### src/rtl/evt_pkg.sv
package evt_pkg;
  localparam int CAUSE_W = 4;
  localparam int IDX_W   = 3;
  typedef logic [CAUSE_W-1:0] cause_t;

  typedef enum logic [2:0] {
    SK_UNDEF   = 3'd0,
    SK_PRIV    = 3'd1,
    SK_OVF     = 3'd2,
    SK_MISAL   = 3'd3,
    SK_PGFLT   = 3'd4,
    SK_PROT    = 3'd5,
    SK_SYSCALL = 3'd6,
    SK_RSVD    = 3'd7
  } sync_kind_e;

  localparam cause_t SYNC_BASE = 4'd8;

  // Synchronous kind to cause code; reserved kind folds onto undefined opcode
  function automatic cause_t sync_cause(input logic [2:0] kind);
    if (kind == SK_RSVD) return SYNC_BASE;
    return SYNC_BASE + cause_t'({1'b0, kind});
  endfunction

  function automatic cause_t irq_cause(input logic [IDX_W-1:0] idx);
    return {1'b0, idx};
  endfunction

  function automatic logic is_syscall(input logic [2:0] kind);
    return kind == SK_SYSCALL;
  endfunction
endpackage

### src/rtl/evt_irq_arb.sv
module evt_irq_arb #(
  parameter int NUM_IRQ = 8
) (
  input  logic                       clk,
  input  logic                       rst_n,
  input  logic [NUM_IRQ-1:0]         irq_lines,
  input  logic                       mask_we,
  input  logic [NUM_IRQ-1:0]         mask_wdata,
  input  logic                       clr_en,
  output logic [NUM_IRQ-1:0]         pending,
  output logic [NUM_IRQ-1:0]         mask,
  output logic                       any_req,
  output logic [evt_pkg::IDX_W-1:0]  sel_idx
);
  import evt_pkg::*;

  logic [NUM_IRQ-1:0] eligible;
  logic [NUM_IRQ-1:0] clr_vec;

  assign eligible = pending & mask;
  assign any_req  = |eligible;

  // Fixed priority: lowest index wins
  always_comb begin
    sel_idx = '0;
    for (int i = NUM_IRQ - 1; i >= 0; i--) begin
      if (eligible[i]) sel_idx = IDX_W'(i);
    end
  end

  for (genvar g = 0; g < NUM_IRQ; g++) begin : g_clr
    assign clr_vec[g] = clr_en && (sel_idx == IDX_W'(g));
  end

  always_ff @(posedge clk) begin
    if (!rst_n) begin
      pending <= '0;
      mask    <= '1;
    end else begin
      pending <= (pending & ~clr_vec) | irq_lines;
      if (mask_we) mask <= mask_wdata;
    end
  end
endmodule

### src/rtl/evt_decide.sv
module evt_decide (
  input  logic                      retire_valid,
  input  logic                      sync_valid,
  input  logic [2:0]                sync_kind,
  input  logic                      rfe_cmd,
  input  logic                      mask_req,
  input  logic                      int_enable,
  input  logic                      kernel_mode,
  input  logic                      any_req,
  input  logic [evt_pkg::IDX_W-1:0] sel_idx,
  output logic                      take_sync,
  output logic                      take_irq,
  output logic                      take_any,
  output logic                      syscall_take,
  output logic                      do_rfe,
  output logic                      mask_we,
  output logic                      commit_ok,
  output evt_pkg::cause_t           cause_next
);
  import evt_pkg::*;

  logic   rfe_priv;
  cause_t sync_code;

  assign rfe_priv  = rfe_cmd && !kernel_mode;
  assign sync_code = sync_valid ? sync_cause(sync_kind) : (SYNC_BASE + cause_t'(SK_PRIV));

  // Priority: synchronous cause, then interrupt, then return-from-exception
  assign take_sync    = retire_valid && (sync_valid || rfe_priv);
  assign take_irq     = retire_valid && !take_sync && int_enable && any_req;
  assign take_any     = take_sync || take_irq;
  assign syscall_take = take_sync && sync_valid && is_syscall(sync_kind);
  assign do_rfe       = retire_valid && rfe_cmd && kernel_mode && !take_any;
  assign mask_we      = mask_req && kernel_mode;
  assign commit_ok    = retire_valid && (!take_any || syscall_take);
  assign cause_next   = take_sync ? sync_code : irq_cause(sel_idx);
endmodule

### src/rtl/evt_state.sv
module evt_state #(
  parameter int XLEN       = 32,
  parameter int INSN_BYTES = 4
) (
  input  logic            clk,
  input  logic            rst_n,
  input  logic            take_any,
  input  logic            syscall_take,
  input  logic            do_rfe,
  input  evt_pkg::cause_t cause_next,
  input  logic [XLEN-1:0] retire_pc,
  output logic [XLEN-1:0] epc,
  output evt_pkg::cause_t cause,
  output logic            int_enable,
  output logic            kernel_mode,
  output logic            saved_ie,
  output logic            saved_km
);
  import evt_pkg::*;

  // Restart point: faulting instruction itself, or the next one for a trap
  function automatic logic [XLEN-1:0] return_point(input logic [XLEN-1:0] pc, input logic trap);
    return trap ? pc + XLEN'(INSN_BYTES) : pc;
  endfunction

  always_ff @(posedge clk) begin
    if (!rst_n) begin
      epc         <= '0;
      cause       <= '0;
      int_enable  <= 1'b0;
      kernel_mode <= 1'b1;
      saved_ie    <= 1'b1;
      saved_km    <= 1'b0;
    end else if (take_any) begin
      epc         <= return_point(retire_pc, syscall_take);
      cause       <= cause_next;
      saved_ie    <= int_enable;
      saved_km    <= kernel_mode;
      int_enable  <= 1'b0;
      kernel_mode <= 1'b1;
    end else if (do_rfe) begin
      int_enable  <= saved_ie;
      kernel_mode <= saved_km;
    end
  end
endmodule

### src/rtl/evt_ctrl.sv
module evt_ctrl #(
  parameter int              XLEN        = 32,
  parameter int              NUM_IRQ     = 8,
  parameter int              INSN_BYTES  = 4,
  parameter logic [XLEN-1:0] HANDLER_VEC = XLEN'(32'h0000_0100)
) (
  input  logic               clk,
  input  logic               rst_n,
  input  logic [NUM_IRQ-1:0] irq_lines,
  input  logic               mask_wr,
  input  logic [NUM_IRQ-1:0] mask_wdata,
  input  logic               retire_valid,
  input  logic [XLEN-1:0]    retire_pc,
  input  logic               sync_valid,
  input  logic [2:0]         sync_kind,
  input  logic               rfe_cmd,
  output logic               redirect,
  output logic [XLEN-1:0]    redirect_pc,
  output logic               commit_ok,
  output logic               kernel_mode,
  output logic               int_enable,
  output logic [XLEN-1:0]    epc,
  output logic [3:0]         cause,
  output logic [NUM_IRQ-1:0] irq_pending,
  output logic [NUM_IRQ-1:0] irq_mask
);
  import evt_pkg::*;

  logic               take_sync, take_irq, take_any, syscall_take, do_rfe, mask_we;
  logic               any_req, saved_ie, saved_km;
  logic [IDX_W-1:0]   sel_idx;
  cause_t             cause_next, cause_q;

  evt_irq_arb #(.NUM_IRQ(NUM_IRQ)) u_arb (
    .clk        (clk),
    .rst_n      (rst_n),
    .irq_lines  (irq_lines),
    .mask_we    (mask_we),
    .mask_wdata (mask_wdata),
    .clr_en     (take_irq),
    .pending    (irq_pending),
    .mask       (irq_mask),
    .any_req    (any_req),
    .sel_idx    (sel_idx)
  );

  evt_decide u_dec (
    .retire_valid (retire_valid),
    .sync_valid   (sync_valid),
    .sync_kind    (sync_kind),
    .rfe_cmd      (rfe_cmd),
    .mask_req     (mask_wr),
    .int_enable   (int_enable),
    .kernel_mode  (kernel_mode),
    .any_req      (any_req),
    .sel_idx      (sel_idx),
    .take_sync    (take_sync),
    .take_irq     (take_irq),
    .take_any     (take_any),
    .syscall_take (syscall_take),
    .do_rfe       (do_rfe),
    .mask_we      (mask_we),
    .commit_ok    (commit_ok),
    .cause_next   (cause_next)
  );

  evt_state #(.XLEN(XLEN), .INSN_BYTES(INSN_BYTES)) u_state (
    .clk          (clk),
    .rst_n        (rst_n),
    .take_any     (take_any),
    .syscall_take (syscall_take),
    .do_rfe       (do_rfe),
    .cause_next   (cause_next),
    .retire_pc    (retire_pc),
    .epc          (epc),
    .cause        (cause_q),
    .int_enable   (int_enable),
    .kernel_mode  (kernel_mode),
    .saved_ie     (saved_ie),
    .saved_km     (saved_km)
  );

  assign cause       = cause_q;
  assign redirect    = take_any || do_rfe;
  assign redirect_pc = take_any ? HANDLER_VEC : epc;
endmodule

### config.mk
export PLATFORM = sky130hd
export DESIGN_NAME = evt_ctrl
export DESIGN_NICKNAME = d
export VERILOG_FILES = /design/src/rtl/evt_pkg.sv /design/src/rtl/evt_irq_arb.sv /design/src/rtl/evt_decide.sv /design/src/rtl/evt_state.sv /design/src/rtl/evt_ctrl.sv
export SDC_FILE = /design/constraint.sdc
export NUM_CORES = 1
export LEC_CHECK = 0
export BUFFER_PORTS_ARGS = -buffer_cell sky130_fd_sc_hd__buf_4
export CAP_MARGIN = 20
export CORE_ASPECT_RATIO = 1.4
export CORE_UTILIZATION = 50
export CTS_CLUSTER_DIAMETER = 40
export DETAILED_ROUTE_END_ITERATION = 10
export PLACE_DENSITY_LB_ADDON = 0.1
export SETUP_SLACK_MARGIN = 0.5
export SLEW_MARGIN = 20
export SYNTH_ARGS = -nofsm -noshare
export SYNTH_HDL_FRONTEND = slang
export SYNTH_SLANG_ARGS = --single-unit
### constraint.sdc
create_clock -name clk -period 6.15 [get_ports clk]
set_input_delay 1.23 -clock clk [delete_from_list [all_inputs] [get_ports clk]]
set_output_delay 1.23 -clock clk [all_outputs]
set_load 0.01 [all_outputs]
# Yosys cells after proc, flatten, opt, wreduce, memory -nomap -nowiden
# Index checks and enable logic that the tools add are counted.
[word_totals] regBits=56 latch_bits=0 ram_bits=0 romBits=0 in_bits=57 out_inout_bits=88 wordCells=69 n_memories=0
[op_classes] addsub=2 mul=0 div=0 order_cmp=0 n_eq_ne=9 n_shift=0 mux=15 bitwise=5 reduce_logical=30
[ops] op="32-bit two-way mux" n=2
[ops] op="32-bit by 3-bit adder with 32-bit output (second input constant)" n=1
[ops] op="3-bit two-way mux" n=8
[ops] op="1-bit logical AND" n=20
[ops] op="3-bit equality test (second input constant)" n=6
[ops] op="8-bit bitwise AND" n=2
[ops] op="4-bit two-way mux" n=4
[ops] op="8-bit NOT" n=1
[ops] op="8-bit bitwise OR" n=1
[ops] op="8-bit OR reduction" n=1
[ops] op="3-bit by 2-bit equality test with 1-bit output (second input constant)" n=2
[ops] op="4-bit by 3-bit adder with 4-bit output (first input constant)" n=1
[ops] op="1-bit logical OR" n=4
[ops] op="3-bit by 1-bit equality test with 1-bit output (second input constant)" n=1
[ops] op="1-bit zero test" n=3
[ops] op="3-bit zero test" n=1
[ops] op="2-bit OR reduction" n=1
[ops] op="1-bit two-way mux" n=1
[ops] op="1-bit NOT" n=1

# Depth between registers and ports, before layout
[logic_depth] depth_word=14 mapped_depth=7 ltp_nobuf=6

# Cells and area by module
# Synthesis repeated with hierarchy kept, for this count alone.
[unflattened] hier_cells=403 area_unflattened_um2=3306.9
[by_module_without_submodules] mod="evt_state" n_inst=1 cells_each=258 area_per_inst_um2=2175.8 seq_area_each_um2=800.8
[by_module_without_submodules] mod="evt_irq_arb" n_inst=1 cells_each=86 area_per_inst_um2=765.7 seq_area_each_um2=320.3
[by_module_without_submodules] mod="evt_ctrl" n_inst=1 cells_each=36 area_per_inst_um2=227.7 seq_area_each_um2=0.0
[by_module_without_submodules] mod="evt_decide" n_inst=1 cells_each=23 area_per_inst_um2=137.6 seq_area_each_um2=0.0

# Worst setup path before layout
# No wires, ideal clock.
[synth_timing] path_type="input port to output port" from="input port retire_valid" to="output port redirect_pc[10]" arrival_ns=2.506 required_time_ns=4.920 path_slack_ns=2.414 cell_stages=7 n_path_buf=3 cell_sequence="buf_4 -> nand2_1 -> or3_4 -> o21a_4 -> buf_6 -> clkbuf_1 -> and2_1"
[synth_via] elab_chain_len=7
[synth_lines] item="start: declaration" line_no="evt_ctrl.sv:12" text="input logic retire_valid,"
[synth_lines] item="1-bit logical AND" line_no="evt_decide.sv:29" text="assign take_sync = retire_valid && (sync_valid || rfe_priv);"
[synth_lines] item="1-bit zero test" line_no="evt_decide.sv:30" text="assign take_irq = retire_valid && !take_sync && int_enable && any_req;"
[synth_lines] item="1-bit logical AND (3 in a row)" line_no="evt_decide.sv:30"
[synth_lines] item="1-bit logical OR *" line_no="evt_decide.sv:31" text="assign take_any = take_sync || take_irq;"
[synth_lines] item="32-bit two-way mux *" line_no="evt_ctrl.sv:85" text="assign redirect_pc = take_any ? HANDLER_VEC : epc;"
[synth_lines] item="end: declaration" line_no="evt_ctrl.sv:18" text="output logic [XLEN-1:0] redirect_pc,"
# Mark *: on every way between the ends. The rest lies on a longest branch, timed or not.

# Worst setup path in the final report
[layout_timing] from="input port rfe_cmd" to="output port redirect_pc[1]"
[layout_via] elab_chain_len=9
[layout_lines] item="start: declaration" line_no="evt_ctrl.sv:16" text="input logic rfe_cmd,"
[layout_lines] item="1-bit logical AND *" line_no="evt_decide.sv:25" text="assign rfe_priv = rfe_cmd && !kernel_mode;"
[layout_lines] item="1-bit logical OR *" line_no="evt_decide.sv:29"
[layout_lines] item="1-bit logical AND *" line_no="evt_decide.sv:29"
[layout_lines] item="1-bit zero test" line_no="evt_decide.sv:30"
[layout_lines] item="1-bit logical AND (3 in a row)" line_no="evt_decide.sv:30"
[layout_lines] item="1-bit logical OR *" line_no="evt_decide.sv:31"
[layout_lines] item="32-bit two-way mux *" line_no="evt_ctrl.sv:85"
# Marks and branches as above.

==> results_dict.tcl <==
set metrics [dict create \
    htree_levels 2 \
    cts.sinks 56 \
    synth_top_area_share_pct 36.8 \
    worstPathRequired_ns 4.92 \
    setup_violations 0 \
    syn_area_sq_mm 0.00305 \
    cp_max_fo 44 \
    track_usage_pct 26.9 \
    synth-edff-count 0 \
    hpwlAfterDp_mm 6.61 \
    numCtsBuffers 5 \
    grt_max_degree 46 \
    drive_gt1_share_pct 35.0 \
    grt_pass1_vias 2950 \
    ant_nets 0 \
    p_leak_uw 0.00185 \
    synth.largest_area_cell "dfxtp_1" \
    worst_pin_slew_ns 0.883 \
    synthFlopType "dfxtp_1" \
    end_kind "output pin" \
    fp.dieH_microns 94.4 \
    die_w_microns 68.0 \
    finalHoldViolCount 0 \
    cp-start-kind "input pin" \
    core-area_sq_mm 0.00586 \
    layout_min_cycle_time_ns 4.04 \
    cpPeakStageDelay_ns 0.47 \
    drcViolationCount 0 \
    dp.cells 551 \
    io-pin-count 145 \
    final_cell_mix "buf_4, dfxtp_1, nand2_1, and2_1, nand3_1" \
    slew_violations 0 \
    syn-instance-count 355 \
    crit_top_cell "buf_4" \
    cts_tree "yes" \
    synth_cell_types 52 \
    n_antenna_cell 0 \
    clockRootBuffer "clkbuf_8" \
    crit_arrival_ns 2.81 \
    insertion_delay_ns 0.30 \
    synth-seq-cells 56 \
    num_vias 3089 \
    yosysWarnings 0 \
    postLayoutCoreUtil_pct 72.1 \
    syn-num-nets 413 \
    synth.area.top_cells "dfxtp_1, and2_1, xor2_1" \
    rsz0062_at_grt "false" \
    initial_utilization_pct 52.0 \
    area_growth_pct 38.7 \
    clkTransAtPathRegs_ns 0.10 \
    min_period_over_period_pct 65.7 \
    antenna_found_initial 0 \
    rows 33 \
    wirelength_mm 8.58 \
    fmaxAchievable_mhz 247 \
    overflow 0 \
    final_common_cell "buf_4" \
    initialDrtViolationCount 120 \
    hp-class "flop to flop" \
    register_area_sq_mm 0.00112 \
    multi_input_area_sq_mm 0.00182 \
    cp_slowest_cell "o21a_4" \
    hold_buffers 0 \
    synth_area_per_cell_sq_um 8.59 \
    power-per-cell-area_mw_per_mm2 204 \
    post_cts_buffers 0 \
    gp_congestion 0.877 \
    fillers 512 \
    fin_worst_skew_ns 0.00716 \
    ys_seq_area_share_pct 36.8 \
    cap_viol_max_count 0 \
    maxSlewHeadroom_pct 41.1 \
    clock_path_buffers 2 \
    fin_tns_setup_ns 0 \
    grt_pass1_wl_mm 13.2 \
    crit_chain "buf_4 > nor2b_2 > o21ai_1 > o21a_4 > and2_1 > buf_4" \
    hold_ws_ns 0.468 \
    dieArea_sq_mm 0.00642 \
    irDropWorstVdd_mv 0.125 \
    io_buffers 144 \
    path_class "input pin to output pin" \
    firstDrtPassIters 4 \
    outcome "completed" \
    finalNonFillerCells 559 \
    viasPerCell 5.53 \
    wl_per_cell_microns 15.4 \
    synth-async-reset-ratio_pct 0 \
    cts_resized 0 \
    nNetsFinal 546 \
]
-- cell usage after synthesis (all sizes together), types with 5 or more instances --
master,instances
nor2b,5
nor2,14
xor2,21
a21boi,7
nor3,5
nand4,13
a21oi,14
dfxtp,56
xnor2,8
and2,35
clkbuf,9
o21ai,16
buf,9
nand3,25
o2bb2ai,16
nor4,7
nand2,46
a22oi,5
o21a,14
-- final cells by class --
cell class | instances | area share, %
flip-flops and latches | 56 | 26.5
multi-input cells | 278 | 43.0
inverters | 3 | 0.266
well taps | 70 | 2.07
repair buffers | 144 | 25.6
clock buffers | 6 | 1.72
clock inverters | 2 | 0.829
-- per-stage QoR --
step                      setup slack [ns]  power, uW  instance area, sq um
after CTS                             2.13        868                  4230
after global placement                2.22        627                  4120
after global routing                  2.02        905                  4230
after detailed placement              2.13        632                  4120
after floorplan                       2.41        519                  3050
final                                 2.11        861                  4230
-- power breakdown --
group	internal, uW	total, uW	switching (uW)
Clock	121	237	116
Combinational	108	214	105
Sequential	388	410	22.1
-- routing by layer --
metal / wire [microns] / up-vias / GRT usage (%)
met5: 0 / - / 0
met4: 183 / 0 / 7.81
met3: 481 / 15 / 4.11
met2: 4710 / 107 / 52.2
met1: 3200 / 1439 / 28.3
li1: - / 1528 / -
-- path summary, 6_finish.rpt --
kind | cells after the start | startpoint | slack, ns | to
setup / recovery | 6 | rfe_cmd | 2.11 | redirect_pc[1]
hold / removal | 2 | u_state.cause[0] | 0.47 | u_state.cause[0]
setup reg to reg | 5 | u_state.kernel_mode | 3.98 | u_state.cause[0]
hold reg to reg | 2 | u_state.cause[0] | 0.47 | u_state.cause[0]
-- critical path: cells and delay by family --
| kind | cells | cell delay [ns] |
|---|---|---|
| AO/OA/AOI/OAI | 2 | 0.90 |
| buffers and inverters | 2 | 0.26 |
| AND/OR/NAND/NOR | 2 | 0.41 |
-- flip-flops by register name, indices dropped and copies added (netlist names) --
signal and count:
u_state.cause 4, u_state.int_enable 1, u_state.epc 32, u_state.saved_km 1, u_arb.pending 8, u_state.saved_ie 1, u_arb.mask 8, u_state.kernel_mode 1
-- cells by family (layout without fill, tap and decap cells) --
kind of cell	Yosys count	count (layout)	share of synthesized area, %
AO/OA/AOI/OAI	83	83	20.3
XOR/XNOR	29	29	8.33
adder cells (fa/ha/maj)	1	1	0.410
buffers and inverters	21	155	3.53
flip-flops	56	56	36.8
multiplexers	1	1	0.328
AND/OR/NAND/NOR	164	164	30.3
No activity file was read; power rests on OpenSTA's default activity.
